### config.mk
export PLATFORM = sky130hd
export DESIGN_NAME = dual_commit_buf
export DESIGN_NICKNAME = d
export VERILOG_FILES = /design/src/rtl/wcb_pkg.sv /design/src/rtl/wcb_secded_enc.sv /design/src/rtl/wcb_secded_dec.sv /design/src/rtl/wcb_section.sv /design/src/rtl/dual_commit_buf.sv
export SDC_FILE = /design/constraint.sdc
export NUM_CORES = 1
export LEC_CHECK = 0
export BUFFER_PORTS_ARGS = -buffer_cell sky130_fd_sc_hd__clkbuf_2
export CAP_MARGIN = 5
export CORE_UTILIZATION = 30
export CTS_CLUSTER_SIZE = 16
export DETAILED_ROUTE_END_ITERATION = 16
export GPL_ROUTABILITY_DRIVEN = 0
export SLEW_MARGIN = 0
export SYNTH_ARGS = -nofsm -noshare
export SYNTH_HDL_FRONTEND = slang
export SYNTH_SLANG_ARGS = --single-unit
export TNS_END_PERCENT = 50
### constraint.sdc
create_clock -name clk -period 15.2 [get_ports clk]
set_input_delay 0.76 -clock clk [delete_from_list [all_inputs] [get_ports clk]]
set_output_delay 0.76 -clock clk [all_outputs]
set_load 0.005 [all_outputs]
### src/rtl/wcb_pkg.sv
package wcb_pkg;

    typedef enum logic [1:0] {
        ST_RUN  = 2'd0,
        ST_HOLD = 2'd1,
        ST_COPY = 2'd2
    } wcb_state_t;

    // Hamming bits needed to cover k payload bits
    function automatic int pbits(input int k);
        int p;
        p = 1;
        for (int i = 1; i < 16; i++) begin
            if ((1 << p) < (k + p + 1)) p = p + 1;
        end
        return p;
    endfunction

endpackage

### src/rtl/wcb_secded_enc.sv
module wcb_secded_enc #(
    parameter int KW = 16
) (
    input  logic [KW-1:0]                      d,
    output logic [KW+wcb_pkg::pbits(KW):0]     c
);
    localparam int P = wcb_pkg::pbits(KW);
    localparam int N = KW + P;

    logic [N-1:0] pos;
    logic [P-1:0] syn;

    always_comb begin
        int k;
        k   = 0;
        pos = '0;
        syn = '0;
        for (int j = 1; j <= N; j++) begin
            if ((j & (j - 1)) != 0) begin
                pos[j-1] = d[k];
                k = k + 1;
            end
        end
        for (int j = 1; j <= N; j++) begin
            if (pos[j-1]) syn = syn ^ P'(j);
        end
        for (int i = 0; i < P; i++) begin
            pos[(1 << i) - 1] = syn[i];
        end
        c = {^pos, pos};
    end
endmodule

### src/rtl/wcb_secded_dec.sv
module wcb_secded_dec #(
    parameter int KW = 16
) (
    input  logic [KW+wcb_pkg::pbits(KW):0]     c,
    output logic [KW-1:0]                      d,
    output logic                               dbl
);
    localparam int P = wcb_pkg::pbits(KW);
    localparam int N = KW + P;

    logic [N-1:0] fixed;
    logic [P-1:0] syn;
    logic         par;

    always_comb begin
        int k;
        syn = '0;
        for (int j = 1; j <= N; j++) begin
            if (c[j-1]) syn = syn ^ P'(j);
        end
        par   = ^c;
        fixed = c[N-1:0];
        dbl   = 1'b0;
        if (par) begin
            if (syn != '0) begin
                if (int'(syn) <= N) fixed[int'(syn) - 1] = ~c[int'(syn) - 1];
                else                dbl = 1'b1;
            end
        end else if (syn != '0) begin
            dbl = 1'b1;
        end
        k = 0;
        d = '0;
        for (int j = 1; j <= N; j++) begin
            if ((j & (j - 1)) != 0) begin
                d[k] = fixed[j-1];
                k = k + 1;
            end
        end
    end
endmodule

### src/rtl/wcb_section.sv
module wcb_section #(
    parameter int CW    = 22,
    parameter int DEPTH = 10,
    localparam int PW   = $clog2(DEPTH),
    localparam int CNTW = $clog2(DEPTH + 1)
) (
    input  logic            clk,
    input  logic            rst_n,
    input  logic            push,
    input  logic [CW-1:0]   push_word,
    input  logic            pop,
    input  logic            load,
    input  logic [CW-1:0]   ld_mem [DEPTH],
    input  logic [PW-1:0]   ld_wp,
    input  logic [PW-1:0]   ld_rp,
    input  logic [CNTW-1:0] ld_cnt,
    output logic [CW-1:0]   mem_o [DEPTH],
    output logic [PW-1:0]   wp_o,
    output logic [PW-1:0]   rp_o,
    output logic [CNTW-1:0] cnt_o,
    output logic [CW-1:0]   head_o
);
    logic [CW-1:0]   mem_q [DEPTH];
    logic [PW-1:0]   wp_q, rp_q;
    logic [CNTW-1:0] cnt_q;

    function automatic logic [PW-1:0] bump(input logic [PW-1:0] v);
        return (v == PW'(DEPTH - 1)) ? '0 : v + 1'b1;
    endfunction

    always_ff @(posedge clk) begin
        if (!rst_n) begin
            wp_q  <= '0;
            rp_q  <= '0;
            cnt_q <= '0;
            for (int i = 0; i < DEPTH; i++) mem_q[i] <= '0;
        end else if (load) begin
            wp_q  <= ld_wp;
            rp_q  <= ld_rp;
            cnt_q <= ld_cnt;
            for (int i = 0; i < DEPTH; i++) mem_q[i] <= ld_mem[i];
        end else begin
            if (push) begin
                mem_q[wp_q] <= push_word;
                wp_q        <= bump(wp_q);
            end
            if (pop) rp_q <= bump(rp_q);
            if (push && !pop)      cnt_q <= cnt_q + 1'b1;
            else if (pop && !push) cnt_q <= cnt_q - 1'b1;
        end
    end

    assign mem_o  = mem_q;
    assign wp_o   = wp_q;
    assign rp_o   = rp_q;
    assign cnt_o  = cnt_q;
    assign head_o = mem_q[rp_q];

    AST_NO_OVERFLOW: assert property (@(posedge clk) disable iff (!rst_n)
        cnt_q <= CNTW'(DEPTH));
    AST_NO_UNDERFLOW: assert property (@(posedge clk) disable iff (!rst_n)
        pop |-> cnt_q != '0);
endmodule

### src/rtl/dual_commit_buf.sv
module dual_commit_buf #(
    parameter int ADDR_W = 8,
    parameter int DATA_W = 8,
    parameter int DEPTH  = 10
) (
    input  logic              clk,
    input  logic              rst_n,
    input  logic              a_valid,
    input  logic [ADDR_W-1:0] a_addr,
    input  logic [DATA_W-1:0] a_data,
    output logic              a_ready,
    input  logic              b_valid,
    input  logic [ADDR_W-1:0] b_addr,
    input  logic [DATA_W-1:0] b_data,
    output logic              b_ready,
    output logic              l2_valid,
    input  logic              l2_ready,
    output logic [ADDR_W-1:0] l2_addr,
    output logic [DATA_W-1:0] l2_data,
    input  logic              freeze,
    input  logic              clone_req,
    input  logic              clone_src,
    output logic              unc_err
);
    import wcb_pkg::*;

    localparam int KW   = ADDR_W + DATA_W;
    localparam int P    = pbits(KW);
    localparam int CW   = KW + P + 1;
    localparam int PW   = $clog2(DEPTH);
    localparam int CNTW = $clog2(DEPTH + 1);

    wcb_state_t state_q, state_d;
    logic       src_q;

    logic [1:0]      in_valid, ready, push, load, nonempty, full, dbl;
    logic [KW-1:0]   in_pl   [2];
    logic [KW-1:0]   dec_pl  [2];
    logic [CW-1:0]   enc_w   [2];
    logic [CW-1:0]   head_w  [2];
    logic [CW-1:0]   mem_s   [2][DEPTH];
    logic [PW-1:0]   wp_s    [2];
    logic [PW-1:0]   rp_s    [2];
    logic [CNTW-1:0] cnt_s   [2];
    logic            accept, match, pop;

    assign in_valid = {b_valid, a_valid};
    assign in_pl[0] = {a_addr, a_data};
    assign in_pl[1] = {b_addr, b_data};

    for (genvar g = 0; g < 2; g++) begin : g_sec
        wcb_secded_enc #(.KW(KW)) u_enc (.d(in_pl[g]), .c(enc_w[g]));

        wcb_section #(.CW(CW), .DEPTH(DEPTH)) u_sec (
            .clk       (clk),
            .rst_n     (rst_n),
            .push      (push[g]),
            .push_word (enc_w[g]),
            .pop       (pop),
            .load      (load[g]),
            .ld_mem    (mem_s[1-g]),
            .ld_wp     (wp_s[1-g]),
            .ld_rp     (rp_s[1-g]),
            .ld_cnt    (cnt_s[1-g]),
            .mem_o     (mem_s[g]),
            .wp_o      (wp_s[g]),
            .rp_o      (rp_s[g]),
            .cnt_o     (cnt_s[g]),
            .head_o    (head_w[g])
        );

        wcb_secded_dec #(.KW(KW)) u_dec (.c(head_w[g]), .d(dec_pl[g]), .dbl(dbl[g]));

        assign nonempty[g] = cnt_s[g] != '0;
        assign full[g]     = cnt_s[g] == CNTW'(DEPTH);
        assign ready[g]    = accept && !full[g];
        assign push[g]     = in_valid[g] && ready[g];
        assign load[g]     = (state_q == ST_COPY) && (src_q != g[0]);
    end

    // state register
    always_ff @(posedge clk) begin
        if (!rst_n) begin
            state_q <= ST_RUN;
            src_q   <= 1'b0;
        end else begin
            state_q <= state_d;
            if (clone_req && state_q != ST_COPY) src_q <= clone_src;
        end
    end

    // next state
    always_comb begin
        state_d = state_q;
        unique case (state_q)
            ST_RUN:  if (clone_req) state_d = ST_COPY;
                     else if (freeze) state_d = ST_HOLD;
            ST_HOLD: if (clone_req) state_d = ST_COPY;
                     else if (!freeze) state_d = ST_RUN;
            ST_COPY: state_d = freeze ? ST_HOLD : ST_RUN;
            default: state_d = ST_RUN;
        endcase
    end

    // outputs
    always_comb begin
        accept   = (state_q == ST_RUN) && !freeze;
        unc_err  = (nonempty[0] && dbl[0]) || (nonempty[1] && dbl[1]);
        match    = nonempty[0] && nonempty[1] && !unc_err &&
                   (dec_pl[0][KW-1:DATA_W] == dec_pl[1][KW-1:DATA_W]);
        l2_valid = accept && match;
        pop      = l2_valid && l2_ready;
        l2_addr  = dec_pl[0][KW-1:DATA_W];
        l2_data  = dec_pl[0][DATA_W-1:0];
        a_ready  = ready[0];
        b_ready  = ready[1];
    end

    AST_BOTH_HELD: assert property (@(posedge clk) disable iff (!rst_n)
        l2_valid |-> (cnt_s[0] != '0) && (cnt_s[1] != '0));
    AST_OFFER_STABLE: assert property (@(posedge clk) disable iff (!rst_n)
        (l2_valid && $past(l2_valid && !l2_ready)) |-> $stable(l2_addr) && $stable(l2_data));
    AST_COPY_B_FROM_A: assert property (@(posedge clk) disable iff (!rst_n)
        $past(state_q == ST_COPY && !src_q) |-> cnt_s[1] == $past(cnt_s[0]));
    AST_COPY_A_FROM_B: assert property (@(posedge clk) disable iff (!rst_n)
        $past(state_q == ST_COPY && src_q) |-> cnt_s[0] == $past(cnt_s[1]));
    AST_FROZEN_QUIET: assert property (@(posedge clk) disable iff (!rst_n)
        (state_q == ST_HOLD) |-> !push[0] && !push[1]);
endmodule

==> results.md <==
- Xor/xnor cell area share of the yosys netlist: under 10%
- CP bufs+invs: 5
- DP HPWL: 66200 µm
- Worst vdd ir: 0.147 mV
- Hold Path Stages: 3
- Vias in the first global route: 22500
- Hold WS: 0.387 ns
- CP arrival: 9.16 ns
- Htree depth: 2
- Sum Neg Setup Slack: 0 ns
- Clock latency on the worst-skew pair: 0.61 ns
- Clock power frac: 29.7%
- Final design area excluding fillers: 30100 µm²
- CP Launch Type: register
- Area Overhead vs Synth: 10.4%
- Worst-path maximum fanout: 38
- Final Setup Violations: 0
- Pre-CTS WS: 6.63 ns
- Period utilisation layout: 56.9%
- TritonCTS clock tree: built
- Clock Sinks: approximately 470
- Largest stage delay, worst path: 0.71 ns
- Clk pin slew, worst setup/hold paths: 0.06 ns
- Grt total ovfl: 0
- DIE AREA: approximately 92000 µm²
- Clock Skew: 0.0123 ns
- Flop2flop setup slack: 6.55 ns
- Leading cell type in the layout, fill and taps excluded: dfxtp_1
- Clk root buf: clkbuf_16
- Reg2reg start: g_sec[0].u_sec.rp_o[1]
- Cells after DPL: 4002
- Util after Layout: between 30% and 40%
- Initial antenna violation count: 2
- Sequential fraction of the synthesis area: 34.3%
- Largest family of logic cells by synthesized area: compound AO/OA/AOI/OAI gates
- Total Wirelength: about 100000 µm
- Dominant synthesized flop cell: dfxtp_1
- Drt pass-1 iters: 6
- Worst slew margin: 20.6%
- Logic gate share of total power: a little under 40%
- Synth cell types: 97
- Core ar.: 90000 µm²
- Peak Freq: around 0.12 GHz
- Initial drt markers: about 2800
- Share of cells above drive strength 1: 12.2%
- Die height: roughly 300 µm
- Synth Area in Compound Gates: 20.9%
- Post-synth EDFFs: 0
- Internal: 2.61 mW
- Worst reg2reg path depth: 27
- Static leakage: 9.88 nW
- Postcts setup bufs: 0
- Switching Share: 38.7%
- Post-synthesis cell area: roughly 27000 µm²
- TritonCTS buffer count: 52
- Mapped Cells: roughly 3000
- Worst EP required: 15.71 ns
- Ports: 60
- Clk buf depth: 3
- Hold path start: freeze
- GRT Total Usage: between 20% and 30%
- Port bufs: 59
- Max cap viols: 0
- Status: complete, no violations
- Top cells by area, synth: dfxtp_1, mux2i_1, a211oi_1
- Post-synth net total: 3056
- Least-Margin Pin Slew: ~1.2 ns
- Power Total: 4.25 mW
- Slowest CP cell: buf_4
- Row count: 110
- Resize count post-CTS: 0
- CP top delay family: compound AO/OA/AOI/OAI gates
- Ys async rst share: 0%
- RSZ-0062 raised after global routing: false
- HP Class: input port to register
- R2r endpoint: g_sec[0].u_sec.cnt_o[3]
- Seq pwr share: 31.4%
- Routed len/inst: 25.3 µm
- Crit Path Class: register to register
- Flops & latches, synth: about 470
- CP endpoint kind: register
- Final Hold Fails: 0
- Hold path endpoint: state_q[0]
- Vias: 24000
- Area leader, netlist: dfxtp_1
- Layout filler cell count: 9237
- Psw: roughly 1.6 mW
- Placed cell area: 28400 µm²
- Pins Over Slew Limit: 0
- Via density: 5.87
- Synthesized-area fraction occupied by adder cells: less than 1%
- DRC errors left: 0
- First-pass GRT wire length: 153000 µm
- Most frequent cells in the layout: dfxtp_1, mux2i_1, nor2_1
- Die width: 303 µm
- PD cells: 142 nW/µm²
- Final Critical Period: slightly below 9 ns
- Pin count of the biggest net entering global routing: 208
- Mux contribution to synthesized area: 20.6%
- Area of the multi-input gates: 16700 µm²
- Final worst slack: around 6.6 ns
- Yosys warns: 0
- Hold buffer count at CTS: 0
- Post-synthesis simple-gate area fraction: between 10% and 20%
- ANT nets after route: 0
- Reg area: 9360 µm²
- Yosys top cell area share: 34.3%
- Post-layout net count: 2938
- Non-filler cells in the finished layout: 4095
- Syn_area_per_cell: just over 9 µm²
- Initial core utilization: a little under a third
## power by group through the flow
stage / logic, mW / clock network [mW] / registers (mW)
floorplan: 1.20 / 0 / 1.33
global placement: 1.61 / 0 / 1.36
detailed placement: 1.61 / 0 / 1.36
CTS: 1.62 / 1.28 / 1.33
global route: 1.75 / 1.32 / 1.34
finish: 1.66 / 1.26 / 1.34
## state kept, by name (all words and copies together), names as in the netlist
| register | flops |
|---|---|
| g_sec.u_sec.mem_o | 440 |
| g_sec.u_sec.cnt_o | 8 |
| g_sec.u_sec.rp_o | 8 |
| g_sec.u_sec.wp_o | 8 |
| state_q | 2 |
| src_q | 1 |
## logic make-up after synthesis
group,Yosys count
flops,467
mux,485
fa+ha+maj,19
simple gates,774
compound gates,793
buf+inv,310
xor+xnor,150
## synthesized netlist by cell type, types with 10 or more instances
cell,count
a211oi_1,286
a21oi_1,152
a221oi_1,13
a22oi_1,118
a311oi_1,36
a31oi_1,15
buf_2,16
buf_6,10
clkbuf_1,242
dfxtp_1,467
ha_1,16
inv_1,23
mux2_2,14
mux2i_1,413
mux4_2,58
nand2_1,235
nand2b_1,28
nor2_1,410
nor2b_1,10
nor3_1,14
o21ai_0,58
o21ai_1,10
o221ai_1,10
o22ai_1,16
or3_1,10
xnor2_1,85
xnor2_2,10
xor2_1,34
## per-layer routing
layer | share of wire, % | track usage (%)
met5 | 0.013 | 0
met4 | 5.8 | 11.2
met3 | 8.0 | 3.77
met2 | 45 | 34.9
met1 | 41 | 28.7
## worst max-delay path by stage
stage | cells after the start | slack [ns] | to | from
detailed placement | 27 | 6.63 | g_sec[0].u_sec.cnt_o[3] | g_sec[1].u_sec.rp_o[0]
finish | 27 | 6.55 | g_sec[0].u_sec.cnt_o[3] | g_sec[0].u_sec.rp_o[1]
floorplan | 27 | 8.43 | g_sec[0].u_sec.cnt_o[3] | g_sec[1].u_sec.rp_o[0]
CTS | 27 | 6.59 | g_sec[0].u_sec.cnt_o[3] | g_sec[1].u_sec.rp_o[0]
global route | 27 | 6.06 | g_sec[0].u_sec.cnt_o[3] | g_sec[0].u_sec.rp_o[1]
global placement | 27 | 6.80 | g_sec[0].u_sec.cnt_o[3] | g_sec[1].u_sec.rp_o[0]
## worst min-delay path: stages
cell,delay (ns)
clkbuf_2,0.09
nand3_1,0.06
a21oi_1,0.04
## cell type report
type | count | area share [%]
multi-input cells | 2221 | 55.7
flip-flops and latches | 467 | 31.1
clock buffers | 79 | 5.10
well taps | 1176 | 4.90
repair buffers | 113 | 2.41
clock inverters | 13 | 0.412
inverters | 25 | 0.337
diodes | 1 | 0.00833
Power figures use the tool's default switching activity.
